File: config.mk
export PLATFORM = sky130hd
export DESIGN_NAME = dcsw_decoder
export DESIGN_NICKNAME = d
export VERILOG_FILES = /design/src/rtl/dcsw_pkg.sv /design/src/rtl/dcsw_regs.sv /design/src/rtl/dcsw_match.sv /design/src/rtl/dcsw_pick.sv /design/src/rtl/dcsw_decoder.sv
export SDC_FILE = /design/constraint.sdc
export NUM_CORES = 1
export LEC_CHECK = 0
export BUFFER_PORTS_ARGS = -buffer_cell sky130_fd_sc_hd__buf_4
export CORE_MARGIN = 2
export CORE_UTILIZATION = 64
export DETAILED_ROUTE_END_ITERATION = 16
export GPL_ROUTABILITY_DRIVEN = 0
export GPL_TIMING_DRIVEN = 0
export PLACE_DENSITY = 0.84
export SYNTH_ARGS = -nofsm -noshare
export SYNTH_HDL_FRONTEND = slang
export SYNTH_HIERARCHICAL = 1
export SYNTH_SLANG_ARGS = --single-unit
File: constraint.sdc
create_clock -name clk_i -period 4.8 [get_ports clk_i]
set_input_delay 0 -clock clk_i [delete_from_list [all_inputs] [get_ports clk_i]]
set_output_delay 0 -clock clk_i [all_outputs]
set_load 0.05 [all_outputs]
File: src/rtl/dcsw_pkg.sv
`timescale 1ns/1ps
package dcsw_pkg;
    localparam int ADDR_W  = 36;   // physical address width
    localparam int REG_W   = 32;   // register port width
    localparam int OFF_W   = 8;    // register offset width
    localparam int CS_W    = 3;    // chip-select number width
    localparam int ATTR_W  = 8;    // bus attribute width
    localparam int HI_W    = ADDR_W - REG_W;  // base bits above 4 GB
    localparam int SPAN_W  = 8;    // size field width
    localparam int LO_W    = 9;    // base bits kept below 4 GB

    // One window's decoded configuration, shared by both variants.
    typedef struct packed {
        logic              en;
        logic [CS_W-1:0]   cs;
        logic [SPAN_W-1:0] span;
        logic [HI_W-1:0]   hi;
        logic [LO_W-1:0]   lo;
    } win_cfg_t;

    typedef struct packed {
        logic              hit;
        logic [CS_W-1:0]   cs;
        logic [ATTR_W-1:0] attr;
        logic              low_ok;
    } dec_out_t;
endpackage

File: src/rtl/dcsw_regs.sv
`timescale 1ns/1ps
module dcsw_regs
    import dcsw_pkg::*;
#(
    parameter bit COMPACT = 1'b0,
    parameter int NUM_WIN = 4
) (
    input  logic                     clk_i,
    input  logic                     rst_ni,
    input  logic                     wr_en_i,
    input  logic [OFF_W-1:0]         wr_addr_i,
    input  logic [REG_W-1:0]         wr_data_i,
    output win_cfg_t [NUM_WIN-1:0]   cfg_o
);
    localparam int STRIDE_LG = COMPACT ? 4 : 3;
    localparam int IDX_W     = (NUM_WIN > 1) ? $clog2(NUM_WIN) : 1;
    localparam int SPAN_OFF  = NUM_WIN << STRIDE_LG;

    typedef struct packed {
        win_cfg_t [NUM_WIN-1:0] win;
    } regs_t;

    regs_t regs_d, regs_q;

    logic             in_range;
    logic             aligned;
    logic [IDX_W-1:0] sel;
    logic             unused_wdata;

    assign in_range     = {1'b0, wr_addr_i} < (OFF_W+1)'(SPAN_OFF);
    assign sel          = wr_addr_i[STRIDE_LG +: IDX_W];
    assign unused_wdata = ^wr_data_i;

    generate
        if (COMPACT) begin : g_align_c
            assign aligned = (wr_addr_i[3:0] == 4'h0);
        end else begin : g_align_n
            assign aligned = (wr_addr_i[1:0] == 2'h0);
        end
    endgenerate

    always_comb begin
        regs_d = regs_q;
        if (wr_en_i && in_range && aligned) begin
            for (int w = 0; w < NUM_WIN; w++) begin
                if (sel == IDX_W'(w)) begin
                    if (COMPACT) begin
                        regs_d.win[w].en   = wr_data_i[0];
                        regs_d.win[w].lo   = wr_data_i[31:23];
                        regs_d.win[w].span = {4'h0, wr_data_i[19:16]};
                    end else if (wr_addr_i[2]) begin
                        regs_d.win[w].en   = wr_data_i[0];
                        regs_d.win[w].cs   = wr_data_i[4:2];
                        regs_d.win[w].span = wr_data_i[31:24];
                    end else begin
                        regs_d.win[w].hi   = wr_data_i[3:0];
                        regs_d.win[w].lo   = {wr_data_i[31:24], 1'b0};
                    end
                end
            end
        end
    end

    always_ff @(posedge clk_i or negedge rst_ni) begin
        if (!rst_ni) regs_q <= '0;
        else         regs_q <= regs_d;
    end

    assign cfg_o = regs_q.win;

    // Writes outside the window block leave every window untouched.
    assert_idle_hold_R2: assert property (@(posedge clk_i) disable iff (!rst_ni)
        (!wr_en_i || !in_range) |=> $stable(regs_q));
endmodule

File: src/rtl/dcsw_match.sv
`timescale 1ns/1ps
module dcsw_match
    import dcsw_pkg::*;
#(
    parameter bit COMPACT = 1'b0
) (
    input  win_cfg_t          cfg_i,
    input  logic [ADDR_W-1:0] addr_i,
    output logic              hit_o
);
    logic unused_in;
    assign unused_in = ^{addr_i, cfg_i};

    generate
        if (COMPACT) begin : g_log
            localparam int UNIT_LG = 20;             // 1 MB units
            localparam int UW      = ADDR_W - UNIT_LG + 1;
            logic [UW-1:0] unit_c, base_c, len_c, end_c;
            always_comb begin
                unit_c = {1'b0, addr_i[ADDR_W-1:UNIT_LG]};
                base_c = UW'({cfg_i.lo, 3'b000});
                if (cfg_i.span[3:0] >= 4'd4)
                    len_c = UW'(1) << (cfg_i.span[3:0] - 4'd4);
                else
                    len_c = '0;
                end_c = base_c + len_c;
                hit_o = cfg_i.en && (len_c != '0) &&
                        (unit_c >= base_c) && (unit_c < end_c);
            end
        end else begin : g_lin
            localparam int UNIT_LG = 24;             // 16 MB units
            localparam int UW      = ADDR_W - UNIT_LG + 1;
            logic [UW-1:0] unit_n, base_n, end_n;
            always_comb begin
                unit_n = {1'b0, addr_i[ADDR_W-1:UNIT_LG]};
                base_n = {1'b0, cfg_i.hi, cfg_i.lo[LO_W-1:1]};
                end_n  = base_n + UW'(cfg_i.span) + UW'(1);
                hit_o  = cfg_i.en && (unit_n >= base_n) && (unit_n < end_n);
            end
        end
    endgenerate
endmodule

File: src/rtl/dcsw_pick.sv
`timescale 1ns/1ps
module dcsw_pick
    import dcsw_pkg::*;
#(
    parameter bit COMPACT = 1'b0,
    parameter int NUM_WIN = 4
) (
    input  logic [NUM_WIN-1:0]     hits_i,
    input  win_cfg_t [NUM_WIN-1:0] cfg_i,
    input  logic                   coherent_i,
    output dec_out_t               dec_o
);
    logic unused_in;
    assign unused_in = ^{cfg_i, coherent_i};

    // Walk from the top so the lowest-numbered hit is written last.
    always_comb begin
        dec_o = '0;
        for (int w = NUM_WIN - 1; w >= 0; w--) begin
            if (hits_i[w]) begin
                dec_o.hit = 1'b1;
                if (COMPACT) begin
                    dec_o.cs     = CS_W'(w);
                    dec_o.attr   = '0;
                    dec_o.low_ok = 1'b1;
                end else begin
                    dec_o.cs     = cfg_i[w].cs;
                    dec_o.attr   = {3'b000, coherent_i, ~(4'h1 << w)};
                    dec_o.low_ok = (cfg_i[w].hi == '0);
                end
            end
        end
    end
endmodule

File: src/rtl/dcsw_decoder.sv
`timescale 1ns/1ps
module dcsw_decoder
    import dcsw_pkg::*;
#(
    parameter bit COMPACT = 1'b0
) (
    input  logic              clk_i,
    input  logic              rst_ni,
    input  logic              wr_en_i,
    input  logic [OFF_W-1:0]  wr_addr_i,
    input  logic [REG_W-1:0]  wr_data_i,
    input  logic [ADDR_W-1:0] addr_i,
    input  logic              coherent_i,
    output logic              hit_o,
    output logic [CS_W-1:0]   cs_o,
    output logic [ATTR_W-1:0] attr_o,
    output logic              low_ok_o
);
    localparam int NUM_WIN = COMPACT ? 2 : 4;

    win_cfg_t [NUM_WIN-1:0] cfg;
    logic [NUM_WIN-1:0]     hits;
    dec_out_t               dec_d, dec_q;

    dcsw_regs #(.COMPACT(COMPACT), .NUM_WIN(NUM_WIN)) u_regs (
        .clk_i     (clk_i),
        .rst_ni    (rst_ni),
        .wr_en_i   (wr_en_i),
        .wr_addr_i (wr_addr_i),
        .wr_data_i (wr_data_i),
        .cfg_o     (cfg)
    );

    for (genvar g = 0; g < NUM_WIN; g++) begin : g_win
        dcsw_match #(.COMPACT(COMPACT)) u_match (
            .cfg_i  (cfg[g]),
            .addr_i (addr_i),
            .hit_o  (hits[g])
        );
    end

    dcsw_pick #(.COMPACT(COMPACT), .NUM_WIN(NUM_WIN)) u_pick (
        .hits_i     (hits),
        .cfg_i      (cfg),
        .coherent_i (coherent_i),
        .dec_o      (dec_d)
    );

    always_ff @(posedge clk_i or negedge rst_ni) begin
        if (!rst_ni) dec_q <= '0;
        else         dec_q <= dec_d;
    end

    assign hit_o    = dec_q.hit;
    assign cs_o     = dec_q.cs;
    assign attr_o   = dec_q.attr;
    assign low_ok_o = dec_q.low_ok;

    assert_miss_quiet_R9: assert property (@(posedge clk_i) disable iff (!rst_ni)
        !hit_o |-> (cs_o == '0 && attr_o == '0 && !low_ok_o));

    assert_low_needs_hit_R7: assert property (@(posedge clk_i) disable iff (!rst_ni)
        low_ok_o |-> hit_o);

    generate
        if (COMPACT) begin : g_chk_c
            assert_flat_attr_R11: assert property (@(posedge clk_i) disable iff (!rst_ni)
                hit_o |-> (attr_o == '0 && low_ok_o && cs_o < CS_W'(NUM_WIN)));
        end else begin : g_chk_n
            assert_one_cold_R6: assert property (@(posedge clk_i) disable iff (!rst_ni)
                hit_o |-> ($countones(attr_o[3:0]) == 3 && attr_o[7:5] == 3'b000));
            assert_coh_bit_R6: assert property (@(posedge clk_i) disable iff (!rst_ni)
                (hit_o && $past(rst_ni)) |-> (attr_o[4] == $past(coherent_i)));
        end
    endgenerate
endmodule

Word-level counts from Yosys, hierarchy flattened:

Index checks and enable logic that the tools add are counted.

* register bits: 109
* latch bits: 0
* bits in writable memories: 0
* memory bits (read-only): 0
* bits of input ports: 80
* memories: 0

* add/sub/neg operators: 8
* multipliers: 0
* div/mod/pow operators: 0
* $lt $le $gt $ge: 9
* equal/unequal tests: 3
* shift operators: 0
* mux-type cells: 4
* bitwise operators: 1
* reductions and logical operators: 24

Operators with widths (count)
* $add A12 B8 Y13: 4
* $add A13 B1 Y13 const B: 4
* $lt A12 B13 Y1: 4
* $mux W13: 4
* $ge A12 B12 Y1: 4
* $reduce_and A3 Y1: 8
* $logic_not A4 Y1: 4
* $logic_and A1 B1 Y1: 10
* $lt A8 B6 Y1 const B: 1
* $eq A2 B2 Y1 const B: 2
* $logic_not A2 Y1: 2
* $eq A2 B1 Y1 const B: 1
* $not A1 Y1: 1

Longest topological paths before layout:

* word-level depth: 8
* mapped depth: 19
* gate-level depth less buffers: 18

Hierarchy:

The synthesis kept the hierarchy.

By module, submodules not included
* dcsw_regs: times used 1, cells an instance 219, area each 3679.8 µm², sequential area each 2402.3 µm²
* dcsw_match at g_win[0].u_match ...: times used 3, cells an instance 122, area each 919.6 µm², sequential area each 0.0 µm²
* dcsw_match at g_win[1].u_match: times used 1, cells an instance 122, area each 922.1 µm², sequential area each 0.0 µm²
* dcsw_decoder: times used 1, cells an instance 13, area each 325.3 µm², sequential area each 325.3 µm²
* dcsw_pick: times used 1, cells an instance 40, area each 286.5 µm², sequential area each 0.0 µm²

Least setup slack after synthesis:

Ideal clock, no wire load.

* path kind: reg2reg
* start: register u_regs.regs_q[26], in the netlist u_regs/cfg_o[26]
* end: register dec_q (netlist bit attr_o[3])
* library setup time: 131 ps
* data arrival time: 3158 ps
* slack: 1510 ps
* stages on the path, launching flop included: 17
* path buffers: 1
* clock period less this slack: 3290 ps
* cells stage by stage: dfrtp_1 inv_1 ha_1 inv_1 fa_1 nand3_1 a21oi_1 nor3_1 nor2_1 xnor2_1 ha_1 nand3_1 a2111oi_0 nor4_1 o221a_2 buf_4 or3_1

RTL lines
* start: declaration: line dcsw_regs.sv:23 `regs_t regs_d, regs_q;`
* start signal: assignment: line dcsw_regs.sv:66 `else regs_q <= regs_d;`
* end signal: assignment: line dcsw_decoder.sv:50 `if (!rst_ni) dec_q <= '0;`
* end signal: assignment: line dcsw_decoder.sv:51 `else dec_q <= dec_d;`
* end: declaration: line dcsw_decoder.sv:23 `dec_out_t dec_d, dec_q;`

==> impl.org <==
** Status
- The flow ran to the end, and the final reports show no timing, DRC or antenna violations.

** GRT
- GRT Overall Usage :: 0.2914
- Antenna violations before repair :: 0
- Number of global-route vias before repair :: 6434
- Entering global routing, the biggest net connects between 100 and 150 pins.
- Total congestion overflow after global routing :: 0
- First-pass GRT wire length :: 30.08 mm

** Yosys
- Synthesis warning total :: 6
- Syn avg cell area :: between 10 and 15 um2
- Synthesized netlist cell count :: 755
- Cell Area, Synth :: approximately 8000 um2

** Layout
- Cell Count, Final, Fillers Out :: approximately 1000
- In the final design database the tool counted approximately 1000 nets.
- Once layout is complete, the utilization of the core stands at 0.7479.
- The repair_antennas step left the layout with diodes totalling 0.
- The area growth from synthesis to layout is 13.63%.
- Fraction of final layout cells with drive strength greater than 1 :: 0.2324

** Route
- For this block, the routed nets add up to approximately 18 mm of wire.
- The detailed router finished its first iteration with approximately 350 violations.
- Remaining DRCs :: 0
- Summing over every cut layer, the via total after detailed routing is slightly above 6000.
- The detail route stage leaves a number of antenna-violating nets equal to 0.
- Detailed-route wire length per cell :: 18.20 um
- The first detailed-routing pass ran for 7 iterations.
- Post-detailed-route via-to-cell ratio :: between 6 and 7

** Setup path
- Data on the critical path is required at its endpoint by 5.07 ns.
- Arrival time at the worst endpoint :: 4.36 ns
- Sort of element at the end of the critical path :: flip-flop
- Critical path type :: flip-flop to flip-flop
- Setup slack on the worst reg-to-reg path comes out at 0.71 ns.
- STA classifies the critical path startpoint as a flip-flop.
- Along the worst path, the maximum fanout reaches 10.

** STA
- Total Negative Setup Slacks :: 0 ns
- Setup violations remaining at the end of the flow were counted as 0.
- Relative slew slack :: 0.5402
- The final hold violation count came to 0.
- Setup repair after global routing left no endpoint under its margin.
- Dividing the final minimum period by the clock period gives 0.8520.
- Final Critical Period :: a little over 4 ns
- Static timing analysis puts the maximum clock frequency at approximately 0.24 GHz.
- Number of max-slew violations in the final report :: 0
- Layout Skew :: roughly 0.016 ns
- Tightest Pin Transition :: ~0.67 ns

** Floorplan
- The die is roughly 120 um tall.
- Width of the chip :: between 100 and 150 um
- The die covers approximately 13000 um2.
- The initial utilization of the core area, before any placement, comes to 0.6582.
- slightly above 90 I/O pins were placed.
- Placeable core region :: roughly 12000 um2
- Std-Cell Rows :: 40

** Placement
- Buffers placed on the I/O ports in this run total 49.
- Counting tap cells, the placed design contains a total of roughly 970 instances.
- Detailed placement ended at an HPWL of between 10 and 15 mm.

** Power and ir drop
- Summed over all cells, the static leakage comes to about 4.4 nW.
- Ratio of total power to cell area :: 244.2 nW/um2
- Across the VDD grid, the largest voltage drop is 0.0001910 V.

** Clocking
- The tree is rooted in a clkbuf_16.
- Number of clock sinks :: around 110
- For this design, the CTS-stage hold fixing added 15 buffers.
- TritonCTS Buffers :: 9
- Post-CTS setup buffer count :: 0
- Clock-pin slew was measured on the worst setup and hold paths at approximately 0.080 ns.
- Counting along the longest clock path gives a buffer depth of 2.
- Resized cells post-CTS :: 0
- Clock latency of the later-clocked register in the worst-skew pair :: 0.37 ns
- The H-tree was split into 3 levels.
- CTS tree :: done

** Worst hold path
- Class of the tightest hold or removal check :: primary input to flip-flop

** Run
- Max capacitance violation total :: 0
==> cells in the final DEF, fill, tap and decap left out, drive strengths merged, types with 4 or more instances in the layout <==
| master | instances |
|---|---|
| nor2 | 29 |
| nor2b | 14 |
| dlygate4sd3 | 16 |
| inv | 77 |
| clkbuf | 9 |
| o221a | 4 |
| ha | 124 |
| a21o | 16 |
| nand4 | 14 |
| fa | 4 |
| xor2 | 8 |
| mux2 | 96 |
| nand2 | 39 |
| a21oi | 41 |
| a311oi | 8 |
| o31ai | 6 |
| o21ai | 21 |
| a31oi | 12 |
| xnor2 | 28 |
| nand2b | 5 |
| nor3 | 14 |
| a211o | 4 |
| nor4 | 7 |
| dfrtp | 109 |
| o21a | 13 |
| o2111ai | 4 |
| or3 | 5 |
| buf | 64 |
| nand3 | 23 |
==> cell type report <==
type | instances | area (um2)
multi-input combinational | 560 | 4821
fill | 826 | 3040
sequential | 109 | 2728
timing repair buffer | 66 | 559.3
inverter | 74 | 277.8
clock buffer | 9 | 225.2
tap | 168 | 210.2
buffer | 14 | 120.1
clock inverter | 7 | 80.08
==> report_power, final <==
group          switching, mW  leakage (nW)  internal (mW)
clock                  0.360         0.143          0.411
combinational          0.239          2.78          0.198
sequential            0.0343          1.50          0.960
total                  0.633          4.42           1.57
==> worst max-delay path, stage by stage (launching register included) <==
cell and delay (ns):
dfrtp_1 0.40, inv_1 0.06, ha_1 0.18, inv_1 0.06, fa_1 0.40, nand3_1 0.13
a21oi_1 0.09, nor3_1 0.43, nor2_1 0.10, xnor2_1 0.15, ha_1 0.31, nand3_1 0.12
a2111oi_0 0.56, nor4_1 0.12, o221a_2 0.29, buf_4 0.18, nor2b_1 0.16, o31ai_2 0.25
==> registers in the layout, summed over array words and instances, names as in the netlist <==
register,cells
attr_o,8
cs_o,3
hit_o,1
low_ok_o,1
u_regs/cfg_o,96
==> worst paths after layout <==
kind                                   from                to  cells after the start
min in group asynchronous            rst_ni           cs_o[2]                      3
max in group asynchronous            rst_ni  u_regs/cfg_o[17]                      4
setup reg to reg           u_regs/cfg_o[26]           cs_o[0]                     17
hold / removal                 wr_addr_i[1]   u_regs/cfg_o[8]                      4
setup / recovery           u_regs/cfg_o[26]           cs_o[0]                     17
hold reg to reg            u_regs/cfg_o[23]           cs_o[2]                      2
==> metrics by stage <==
step | worst slack (ns) | cell area [um2] | hold slack, ns | power [mW]
after floorplan | 1.510 | 7946 | -0.2956 | 1.275
after CTS | 0.7062 | 8980 | 0.09977 | 2.212
after detailed placement | 0.7107 | 8524 | 0.2174 | 1.430
after global placement | 0.8055 | 8524 | 0.2145 | 1.397
final | 0.7105 | 9021 | 0.1089 | 2.203
after global routing | 0.5165 | 9021 | 0.1245 | 2.303
==> per-layer routing <==
layer,GRT usage,up-vias,part of all wire
li1,-,2899,-
met1,0.3509,2996,0.40
met2,0.5228,179,0.53
met3,0.05113,44,0.055
met4,0.1044,0,0.022
met5,0,-,0
(Power assumes the default switching activity.)
